--- config.mk ---
export PLATFORM = sky130hd
export DESIGN_NAME = lvl_dma_seq
export DESIGN_NICKNAME = d
export VERILOG_FILES = /design/src/rtl/lvl_dma_pkg.sv /design/src/rtl/lvl_dma_regs.sv /design/src/rtl/lvl_dma_accept.sv /design/src/rtl/lvl_dma_fsm.sv /design/src/rtl/lvl_dma_seq.sv
export SDC_FILE = /design/constraint.sdc
export NUM_CORES = 1
export LEC_CHECK = 0
export ABC_AREA = 1
export BUFFER_PORTS_ARGS = -buffer_cell sky130_fd_sc_hd__buf_4
export CAP_MARGIN = 40
export CORE_MARGIN = 5
export CORE_UTILIZATION = 54
export CTS_CLUSTER_SIZE = 16
export DETAILED_ROUTE_END_ITERATION = 8
export PLACE_DENSITY = 0.81
export SYNTH_ARGS = -nofsm -noshare
export SYNTH_HDL_FRONTEND = slang
export SYNTH_SLANG_ARGS = --single-unit
--- constraint.sdc ---
create_clock -name clk -period 1.8 [get_ports clk]
set_input_delay 0.09 -clock clk [delete_from_list [all_inputs] [get_ports clk]]
set_output_delay 0.09 -clock clk [all_outputs]
set_load 0.1 [all_outputs]
--- src/rtl/lvl_dma_pkg.sv ---
package lvl_dma_pkg;
    typedef enum logic [2:0] {
        ST_IDLE,
        ST_ACT,
        ST_BREQ,
        ST_RD,
        ST_WR
    } seq_st_e;
endpackage

--- src/rtl/lvl_dma_regs.sv ---
// Channel enable, transfer count and address registers.
module lvl_dma_regs #(
    parameter int AW   = 16,
    parameter int CW   = 8,
    parameter int STEP = 2
) (
    input  logic          clk,
    input  logic          rst_n,
    input  logic          en_wr,
    input  logic          ld,
    input  logic [CW-1:0] ld_cnt,
    input  logic [AW-1:0] ld_src,
    input  logic [AW-1:0] ld_dst,
    input  logic          xfer_done,
    output logic          en,
    output logic [AW-1:0] src,
    output logic [AW-1:0] dst,
    output logic          done
);
    typedef struct packed {
        logic          en;
        logic [CW-1:0] cnt;
        logic [AW-1:0] src;
        logic [AW-1:0] dst;
        logic          done;
    } regs_t;

    regs_t r_d, r_q;

    always_comb begin
        logic [CW-1:0] eff_cnt;
        r_d      = r_q;
        r_d.done = 1'b0;
        eff_cnt  = ld ? ld_cnt : r_q.cnt;
        if (!r_q.en) begin
            if (ld) begin
                r_d.cnt = ld_cnt;
                r_d.src = ld_src;
                r_d.dst = ld_dst;
            end
            if (en_wr && (eff_cnt != '0)) begin
                r_d.en = 1'b1;
            end
        end else if (xfer_done) begin
            r_d.cnt = r_q.cnt - 1'b1;
            r_d.src = r_q.src + AW'(STEP);
            r_d.dst = r_q.dst + AW'(STEP);
            if (r_q.cnt == CW'(1)) begin
                r_d.en   = 1'b0;
                r_d.done = 1'b1;
            end
        end
    end

    always_ff @(posedge clk or negedge rst_n) begin
        if (!rst_n) r_q <= '0;
        else        r_q <= r_d;
    end

    assign en   = r_q.en;
    assign src  = r_q.src;
    assign dst  = r_q.dst;
    assign done = r_q.done;
endmodule

--- src/rtl/lvl_dma_accept.sv ---
// Level sampler of the request line with a one-deep pending latch.
module lvl_dma_accept (
    input  logic clk,
    input  logic rst_n,
    input  logic en,
    input  logic open_win,
    input  logic req_n,
    input  logic clr,
    output logic pend
);
    typedef struct packed {
        logic pend;
    } acc_t;

    acc_t a_d, a_q;

    always_comb begin
        a_d = a_q;
        if (clr) begin
            a_d.pend = 1'b0;
        end else if (en && open_win && !a_q.pend && !req_n) begin
            a_d.pend = 1'b1;
        end
    end

    always_ff @(posedge clk or negedge rst_n) begin
        if (!rst_n) a_q <= '0;
        else        a_q <= a_d;
    end

    assign pend = a_q.pend;
endmodule

--- src/rtl/lvl_dma_fsm.sv ---
// Activation and dual-address transfer sequencer.
module lvl_dma_fsm
    import lvl_dma_pkg::*;
#(
    parameter int AW = 16,
    parameter int DW = 16
) (
    input  logic          clk,
    input  logic          rst_n,
    input  logic          pend,
    input  logic [AW-1:0] src,
    input  logic [AW-1:0] dst,
    input  logic          bus_gnt,
    input  logic          bus_rdy,
    input  logic [DW-1:0] bus_rdata,
    output logic          clr,
    output logic          idle,
    output logic          wr_done,
    output logic          bus_req,
    output logic          bus_cyc,
    output logic          bus_we,
    output logic [AW-1:0] bus_addr,
    output logic [DW-1:0] bus_wdata
);
    typedef struct packed {
        seq_st_e       st;
        logic [DW-1:0] data;
    } fsm_t;

    fsm_t f_d, f_q;

    always_comb begin
        f_d = f_q;
        unique case (f_q.st)
            ST_IDLE: if (pend) f_d.st = ST_ACT;
            ST_ACT:  f_d.st = ST_BREQ;
            ST_BREQ: if (bus_gnt) f_d.st = ST_RD;
            ST_RD: begin
                if (bus_rdy) begin
                    f_d.data = bus_rdata;
                    f_d.st   = ST_WR;
                end
            end
            ST_WR:   if (bus_rdy) f_d.st = ST_IDLE;
            default: f_d.st = ST_IDLE;
        endcase
    end

    always_ff @(posedge clk or negedge rst_n) begin
        if (!rst_n) f_q <= '{st: ST_IDLE, data: '0};
        else        f_q <= f_d;
    end

    assign idle      = (f_q.st == ST_IDLE);
    assign clr       = idle && pend;
    assign wr_done   = (f_q.st == ST_WR) && bus_rdy;
    assign bus_cyc   = (f_q.st == ST_RD) || (f_q.st == ST_WR);
    assign bus_req   = bus_cyc || (f_q.st == ST_BREQ);
    assign bus_we    = (f_q.st == ST_WR);
    assign bus_addr  = bus_we ? dst : src;
    assign bus_wdata = f_q.data;
endmodule

--- src/rtl/lvl_dma_seq.sv ---
module lvl_dma_seq #(
    parameter int AW = 16,
    parameter int DW = 16,
    parameter int CW = 8
) (
    input  logic          clk,
    input  logic          rst_n,
    input  logic          en_wr,
    input  logic          ld,
    input  logic [CW-1:0] ld_cnt,
    input  logic [AW-1:0] ld_src,
    input  logic [AW-1:0] ld_dst,
    input  logic          req_n,
    output logic          bus_req,
    input  logic          bus_gnt,
    output logic          bus_cyc,
    output logic          bus_we,
    output logic [AW-1:0] bus_addr,
    output logic [DW-1:0] bus_wdata,
    input  logic [DW-1:0] bus_rdata,
    input  logic          bus_rdy,
    output logic          done
);
    localparam int STEP = DW / 8;

    logic          en_w, pend_w, clr_w, idle_w, wrdone_w;
    logic [AW-1:0] src_w, dst_w;

    lvl_dma_regs #(.AW(AW), .CW(CW), .STEP(STEP)) u_regs (
        .clk(clk), .rst_n(rst_n), .en_wr(en_wr), .ld(ld),
        .ld_cnt(ld_cnt), .ld_src(ld_src), .ld_dst(ld_dst),
        .xfer_done(wrdone_w), .en(en_w), .src(src_w), .dst(dst_w), .done(done)
    );

    lvl_dma_accept u_acc (
        .clk(clk), .rst_n(rst_n), .en(en_w), .open_win(idle_w),
        .req_n(req_n), .clr(clr_w), .pend(pend_w)
    );

    lvl_dma_fsm #(.AW(AW), .DW(DW)) u_fsm (
        .clk(clk), .rst_n(rst_n), .pend(pend_w), .src(src_w), .dst(dst_w),
        .bus_gnt(bus_gnt), .bus_rdy(bus_rdy), .bus_rdata(bus_rdata),
        .clr(clr_w), .idle(idle_w), .wr_done(wrdone_w),
        .bus_req(bus_req), .bus_cyc(bus_cyc), .bus_we(bus_we),
        .bus_addr(bus_addr), .bus_wdata(bus_wdata)
    );
endmodule

==> implementation parameters, run 1 <==
Parameter                              Value

Run
  Number of violations of the max-capacitance limit    0

STA
  Post-route setup TNS    -41.7 ps
  Minimum setup slack in the final design    -41.7 ps
  Post-route clock period utilization    102%
  Endpoints failing hold    0
  Fin crit period    around 1800 ps
  Actual slew at the worst max-slew pin    405 ps
  Worst-case headroom to the max-slew limit    between 70% and 80%
  Number of max-slew violations in the final report    0
  Maximum achievable frequency    around 540 MHz
  Clock Skews    roughly 3.8 ps
  Total of endpoints with negative setup slack in the final report    1

Critical path
  Slowest cell on the critical path    sky130_fd_sc_hd__dfrtp_1
  Critical path launch point type    flip-flop
  Endpoint type of the worst setup path    output pin
  Cell-by-cell trace of the critical path    nor2_4, nand2_8, buf_8, o21ai_1, buf_6
  Crit path largest cell delay    ~420 ps
  Count of buffer and inverter cells on the critical path    2
  Crit path arrival time    between 1500 and 2000 ps
  CP required    1710 ps
  Maximum fanout encountered on the critical timing path    18
  Crit-path leading delay family    buffers and inverters
  Critical path class    flip-flop to output pin

Power
  Internal power    4630 uW
  Net load switching power    between 6000 and 7000 uW
  Fraction of power consumed by combinational cells    between 60% and 70%
  Share of total power in sequential cells    around 25%
  Leakage    0.00251 uW
  Power density relative to cell area    2110 mW/mm^2
  Max IR drop VDD    0.928 mV
  Fraction of power spent switching nets    57.3%
  Proportion of power drawn by the clock network    12.0%

Placement
  Routability congestion estimate from global placement    around 0.85
  Worst slack, placed    ~170 ps
  Number of buffers inserted by port buffering    98
  Standard cell area after detailed placement    roughly 0.0045 sq mm
  Detailed placement HPWL    7.92 mm

Final layout
  Area growth from synthesis to layout    33.4%
  Share of post-route cells with drive strength above 1    ~28%
  Final std cell area, no fill    0.00514 sq mm
  Multi-input logic area    between 0.0015 and 0.002 sq mm
  Fill cell count    513
  Area of all sequential standard cells    0.00155 sq mm
  Final-stage net count    678
  Antenna diode count    0

Drt
  Total length of routed wires    11.6 mm
  Number of DRC violations after detailed routing    0
  Length of the first detailed-routing pass in iterations    5
  Vias    around 4k
  1st-iter DRT viols    ~250
  Final routed wire length divided by cell count    approximately 16 um
  Antenna violation net count after detailed routing    0
  Via/cell ratio    5.63

Yosys
  Yosys warns    0
  Number of enable-type register cells in the synthesized netlist    0
  Post-Synthesis Mean Instance Area    7.71 sq um
  Most frequent cell after synthesis    sky130_fd_sc_hd__nand2_1
  Cells taking the most area after synthesis    sky130_fd_sc_hd__dfrtp_1 40%, sky130_fd_sc_hd__nand2_1 9.8%, sky130_fd_sc_hd__nor2_1 5.9%
  Ys flop type    sky130_fd_sc_hd__dfrtp_1
  Count of distinct cell types in the synthesized netlist    36
  Share of Yosys cell area claimed by the top area cell type    40.2%
  Number of storage elements in the synthesis netlist    62
  Cell area after synthesis    0.00386 sq mm
  Syn nets    about 570
  Cell types with the highest counts after synthesis    101 x sky130_fd_sc_hd__nand2_1, 62 x sky130_fd_sc_hd__dfrtp_1, 61 x sky130_fd_sc_hd__nor2_1, 45 x sky130_fd_sc_hd__inv_1
  Library cell with the largest summed area after synthesis    sky130_fd_sc_hd__dfrtp_1
  Share of synthesized area occupied by flip-flops and latches    roughly 40%
  Gate count after technology mapping    500
  Async SR Flop Fraction    100%

Die
  Width of the die    94.5 um
  Area of the core    around 0.007 sq mm
  Number of core rows    30
  Floorplan die height    ~95 um
  Number of top-level pins    99
  Starting Density    a little under three fifths
  Full die area    between 0.008 and 0.009 sq mm

Run status
  Violations in the final reports    negative setup slack
  Status    complete, but fails checks

GRT
  Via count of the first global-routing pass    about 4k
  Wire length of the first global-routing pass    approximately 18 mm
  Initial antenna violation count    0
  Global routing usage summed across all routing layers    25.9%
  Maximum number of pins on one net before global-route repair    38
  Global route overflow    0

Clock network
  Clock root buffer    sky130_fd_sc_hd__clkbuf_8
  Number of clock buffers inserted by TritonCTS    9
  Maximum clock insertion buffer count    2
  CTS tree    built
  Clk sinks    between 60 and 70
  Clock insertion delay at the later pin of the skew report    between 300 and 400 ps
  H-tree levels    3
  Clock-pin slew on the worst setup and hold paths    roughly 70 ps

Min path
  Worst hold path class    input pin to flip-flop
-- path summary, 6_finish.rpt --
kind / slack (ps) / depth (start not counted) / startpoint / to
max reg2reg: 90 / 9 / u_fsm.f_q[16] / u_regs.dst[5]
max: -40 / 5 / u_fsm.f_q[16] / bus_addr[10]
max in group asynchronous: 1060 / 3 / rst_n / u_fsm.bus_wdata[13]
min: 20 / 3 / ld_dst[10] / u_regs.dst[10]
min reg2reg: 500 / 2 / u_regs.src[0] / u_regs.src[0]
min in group asynchronous: 210 / 2 / rst_n / u_regs.dst[13]
-- metal layers --
metal	global-route usage, %	vias up	part of all wire, %
li1	-	1892	-
met1	30.7	1860	38
met2	44.0	206	50
met3	6.06	44	7.9
met4	12.7	0	3.5
met5	0	-	0
-- layout by cell type (no fill, tap or decap), drive strengths merged --
cell type / n
and3: 1
o21a: 1
bufinv: 1
clkinvlp: 2
dfrtp: 62
clkbuf: 12
clkinv: 1
a22oi: 8
a21oi: 37
o211ai: 2
or2: 3
nand2: 105
buf: 113
nand3: 35
a21boi: 1
xor2: 2
dlygate4sd3: 21
nor2: 66
o21ai: 38
nor3: 5
o22ai: 13
a31oi: 1
inv: 45
o21bai: 4
ha: 4
mux2: 16
a211oi: 2
nand4: 13
nand3b: 1
-- cells by family (layout without fill, tap and decap cells) --
| family | Yosys count | count (layout) | synth area share, % |
|---|---|---|---|
| xor gates and xnor gates | 2 | 2 | 0.454 |
| AOI/OAI and AO/OA | 107 | 107 | 15.5 |
| and+or+nand+nor | 229 | 229 | 25.9 |
| buffers and inverters | 80 | 195 | 11.1 |
| adders and majority gates | 4 | 4 | 1.30 |
| DFF | 62 | 62 | 40.2 |
| muxes | 16 | 16 | 5.55 |
-- registers in the layout, indices dropped and copies added (netlist names) --
signal	flops
u_acc.pend	1
u_fsm.bus_wdata	16
u_fsm.f_q	3
u_regs.done	1
u_regs.dst	16
u_regs.en	1
u_regs.r_q	8
u_regs.src	16
-- tightest hold or removal path: stages --
cell and delay (ps):
sky130_fd_sc_hd__buf_4 80, sky130_fd_sc_hd__o22ai_1 70, sky130_fd_sc_hd__nor2_1 80
-- power groups by stage --
stage | combinational [uW] | sequential, uW | clock (uW)
detailed placement | 6310 | 2710 | 0
finish | 6780 | 2750 | 1290
floorplan | 5400 | 2520 | 0
global route | 7120 | 2830 | 1370
global placement | 6190 | 2680 | 0
CTS | 6540 | 2710 | 1310
-- through the flow --
stage / hold slack (ps) / power, uW / util, % / std cells
floorplan: -206 / 7920 / - / 500
global placement: 36.4 / 8870 / 66.2 / 669
detailed placement: 36.6 / 9020 / 66.2 / 669
CTS: 5.28 / 10600 / 73.4 / 708
global route: 19.0 / 11300 / 74.9 / 711
finish: 16.8 / 10800 / 74.9 / 711
-- timing repair --
item / CTS / global route
buffers inserted: 3 / 2
pin swaps: 1 / 1
gates cloned: 0 / 1
hold buffers: 21 / 0
hold endpoints to repair: 45 / 0
resized for setup: 12 / 23
endpoints found under the setup margin: 17 / 38
-- area by class of cell --
cell class                 count  area share [%]
inverter                      46            3.43
clock inverter                 3           0.827
tap                           96            2.34
sequential                    62            30.2
multi-input combinational    358            37.7
timing repair buffer         134            22.4
clock buffer                  12            3.21
Power figures use the tool's default switching activity.
==> inputs of run 2 (changes only) <==
CORE_UTILIZATION = 58   (was 54)
PLACE_DENSITY = 0.86   (was 0.81)
clock period = 2.3 ns   (was 1.8 ns; I/O delays follow)
==> run 2 against run 1 <==
Compared with the run above:
- the run now ends clean
- die area is 6.2% lower
- routed wire length shrank 7.5%
- clock power down 26%
- hold slack got worse by 8.1 ps
- setup slack gained 260 ps
- flip-flop and latch count stayed put
- combinational power down 27%
- global-route usage grew 0.44 points
- utilization down 0.33 points
- critical path type unchanged
- largest cell class unchanged
==> implementation parameters, run 2 (synthesized netlist as in run 1, its figures left out) <==
Parameter                              Value

Final layout
  Area growth from synthesis to layout    24.1%
  Antenna diode count    0
  Final std cell area, no fill    0.00479 sq mm
  Final-stage net count    660
  Share of post-route cells with drive strength above 1    24.9%
  Most common cell after layout, fill and taps aside    sky130_fd_sc_hd__buf_4
  Highest-count cells in the layout ignoring fill and taps    105 x sky130_fd_sc_hd__buf_4, 101 x sky130_fd_sc_hd__nand2_1, 62 x sky130_fd_sc_hd__dfrtp_1

Min path
  Hold path startpoint    bus_rdata[5]
  Worst hold path class    input pin to flip-flop

Drt
  Final routed wire length divided by cell count    15.9 um
  Via/cell ratio    5.69
  Antenna violation net count after detailed routing    0
  Length of the first detailed-routing pass in iterations    7
  Number of DRC violations after detailed routing    0
  1st-iter DRT viols    a little under 200
  Vias    roughly 3.8k
  Total length of routed wires    between 10 and 15 mm

STA
  Unrepaired setup endpoints after global routing    false
  Maximum achievable frequency    roughly 480 MHz
  Clock Skews    a little over 10 ps
  Endpoints failing hold    0
  Actual slew at the worst max-slew pin    814 ps
  Fin crit period    2080 ps
  Total of endpoints with negative setup slack in the final report    0
  Post-route clock period utilization    approximately 90%
  Number of max-slew violations in the final report    0
  Worst-case headroom to the max-slew limit    45.7%

Critical path
  CP required    about 2200 ps
  Critical path launch point type    flip-flop
  Critical path class    flip-flop to output pin
  Endpoint type of the worst setup path    output pin
  Crit path arrival time    between 1500 and 2000 ps
  Critical path launch point    u_fsm.f_q[16]
  Maximum fanout encountered on the critical timing path    34
  Launching point of the worst reg2reg path    u_fsm.f_q[16]

Power
  Leakage    0.00240 uW
  Power Total    between 8000 and 9000 uW
  Power density relative to cell area    1680 mW/mm^2
  Max IR drop VDD    roughly 1.0 mV

Die
  Full die area    about 0.0084 sq mm
  Starting Density    ~60%
  Number of top-level pins    99
  Area of the core    between 0.006 and 0.007 sq mm
  Width of the die    between 90 and 100 um
  Number of core rows    29
  Floorplan die height    between 90 and 100 um

GRT
  Global routing usage summed across all routing layers    around a quarter
  Initial antenna violation count    0
  Wire length of the first global-routing pass    ~18 mm
  Via count of the first global-routing pass    roughly 3.8k
  Global route overflow    0
  Maximum number of pins on one net before global-route repair    between 60 and 70

Clock network
  H-tree levels    3
  CTS tree    built
  Clock-pin slew on the worst setup and hold paths    approximately 80 ps
  Clk sinks    between 60 and 70
  Clock insertion delay at the later pin of the skew report    about 340 ps
  Clock root buffer    sky130_fd_sc_hd__clkbuf_8
  Maximum clock insertion buffer count    2
  Number of clock buffers inserted by TritonCTS    9
  Setup Buffers After CTS    0

Placement
  Standard cell area after detailed placement    between 0.004 and 0.005 sq mm
  Number of buffers inserted by port buffering    98
  Detailed placement HPWL    about 7.7 mm
  Routability congestion estimate from global placement    a little under 0.9

Run status
  Status    finished, final reports clean

Run
  Number of violations of the max-capacitance limit    0
-- run 2: cell types whose count changed in the layout (fill, tap and decap cells not counted), sizes merged --
cell	delta
dlygate4sd3	-10
buf	-8
clkinv	+4
clkbuf	-2
clkinvlp	-2
inv	+1
-- run 2: repair_timing --
action,in CTS,in global routing
endpoints found under the hold margin,71,1
hold buffers,10,1
resized for setup,0,0
-- run 2: where the power goes --
part / switching [uW] / total (uW) / internal (uW)
logic: 3740 / 4980 / 1250
clock network: 453 / 952 / 499
registers: 526 / 2120 / 1600
total: 4710 / 8060 / 3340
-- run 2: path summary, 6_finish.rpt --
path / cells after the start / slack, ps / endpoint
min in group asynchronous: 2 / 410 / u_fsm.bus_wdata[4]
worst min register to register: 2 / 500 / u_regs.dst[0]
worst max register to register: 7 / 600 / u_regs.src[4]
max in group asynchronous: 2 / 1350 / u_regs.src[8]
worst max-delay path: 7 / 220 / bus_addr[7]
worst min-delay path: 2 / 9 / u_fsm.bus_wdata[5]
-- run 2: metrics by stage --
stage	setup TNS, ps	instances	setup WS (ps)	hold WS, ps	util, %
floorplan	-638	500	-51.1	-181	-
global placement	0	648	698	257	69.9
detailed placement	0	648	629	259	69.9
CTS	0	674	251	1.41	74.4
global route	0	675	143	3.09	74.5
finish	0	675	223	8.73	74.5
-- run 2: cell type report --
class                      instances  area (sq um)
clock inverter                     6          62.6
multi-input combinational        358          1880
clock buffer                      10           128
tap                               77          96.3
inverter                          46           173
fill                             488          1640
sequential                        62          1550
timing repair buffer             116           898
-- run 2: worst max-delay path, cell delays in order, from the launching register on --
cell and delay [ps]:
sky130_fd_sc_hd__dfrtp_1 430, sky130_fd_sc_hd__nor2_2 190, sky130_fd_sc_hd__nand2_2 100, sky130_fd_sc_hd__buf_4 240, sky130_fd_sc_hd__inv_1 180, sky130_fd_sc_hd__nand2_1 90
sky130_fd_sc_hd__nand2_1 90, sky130_fd_sc_hd__buf_4 290
-- run 2: metal layers --
metal  wire length, um  GRT usage [%]
met5                 0              0
met4               317           11.9
met3               746           4.05
met2              5270           42.8
met1              4410           34.6
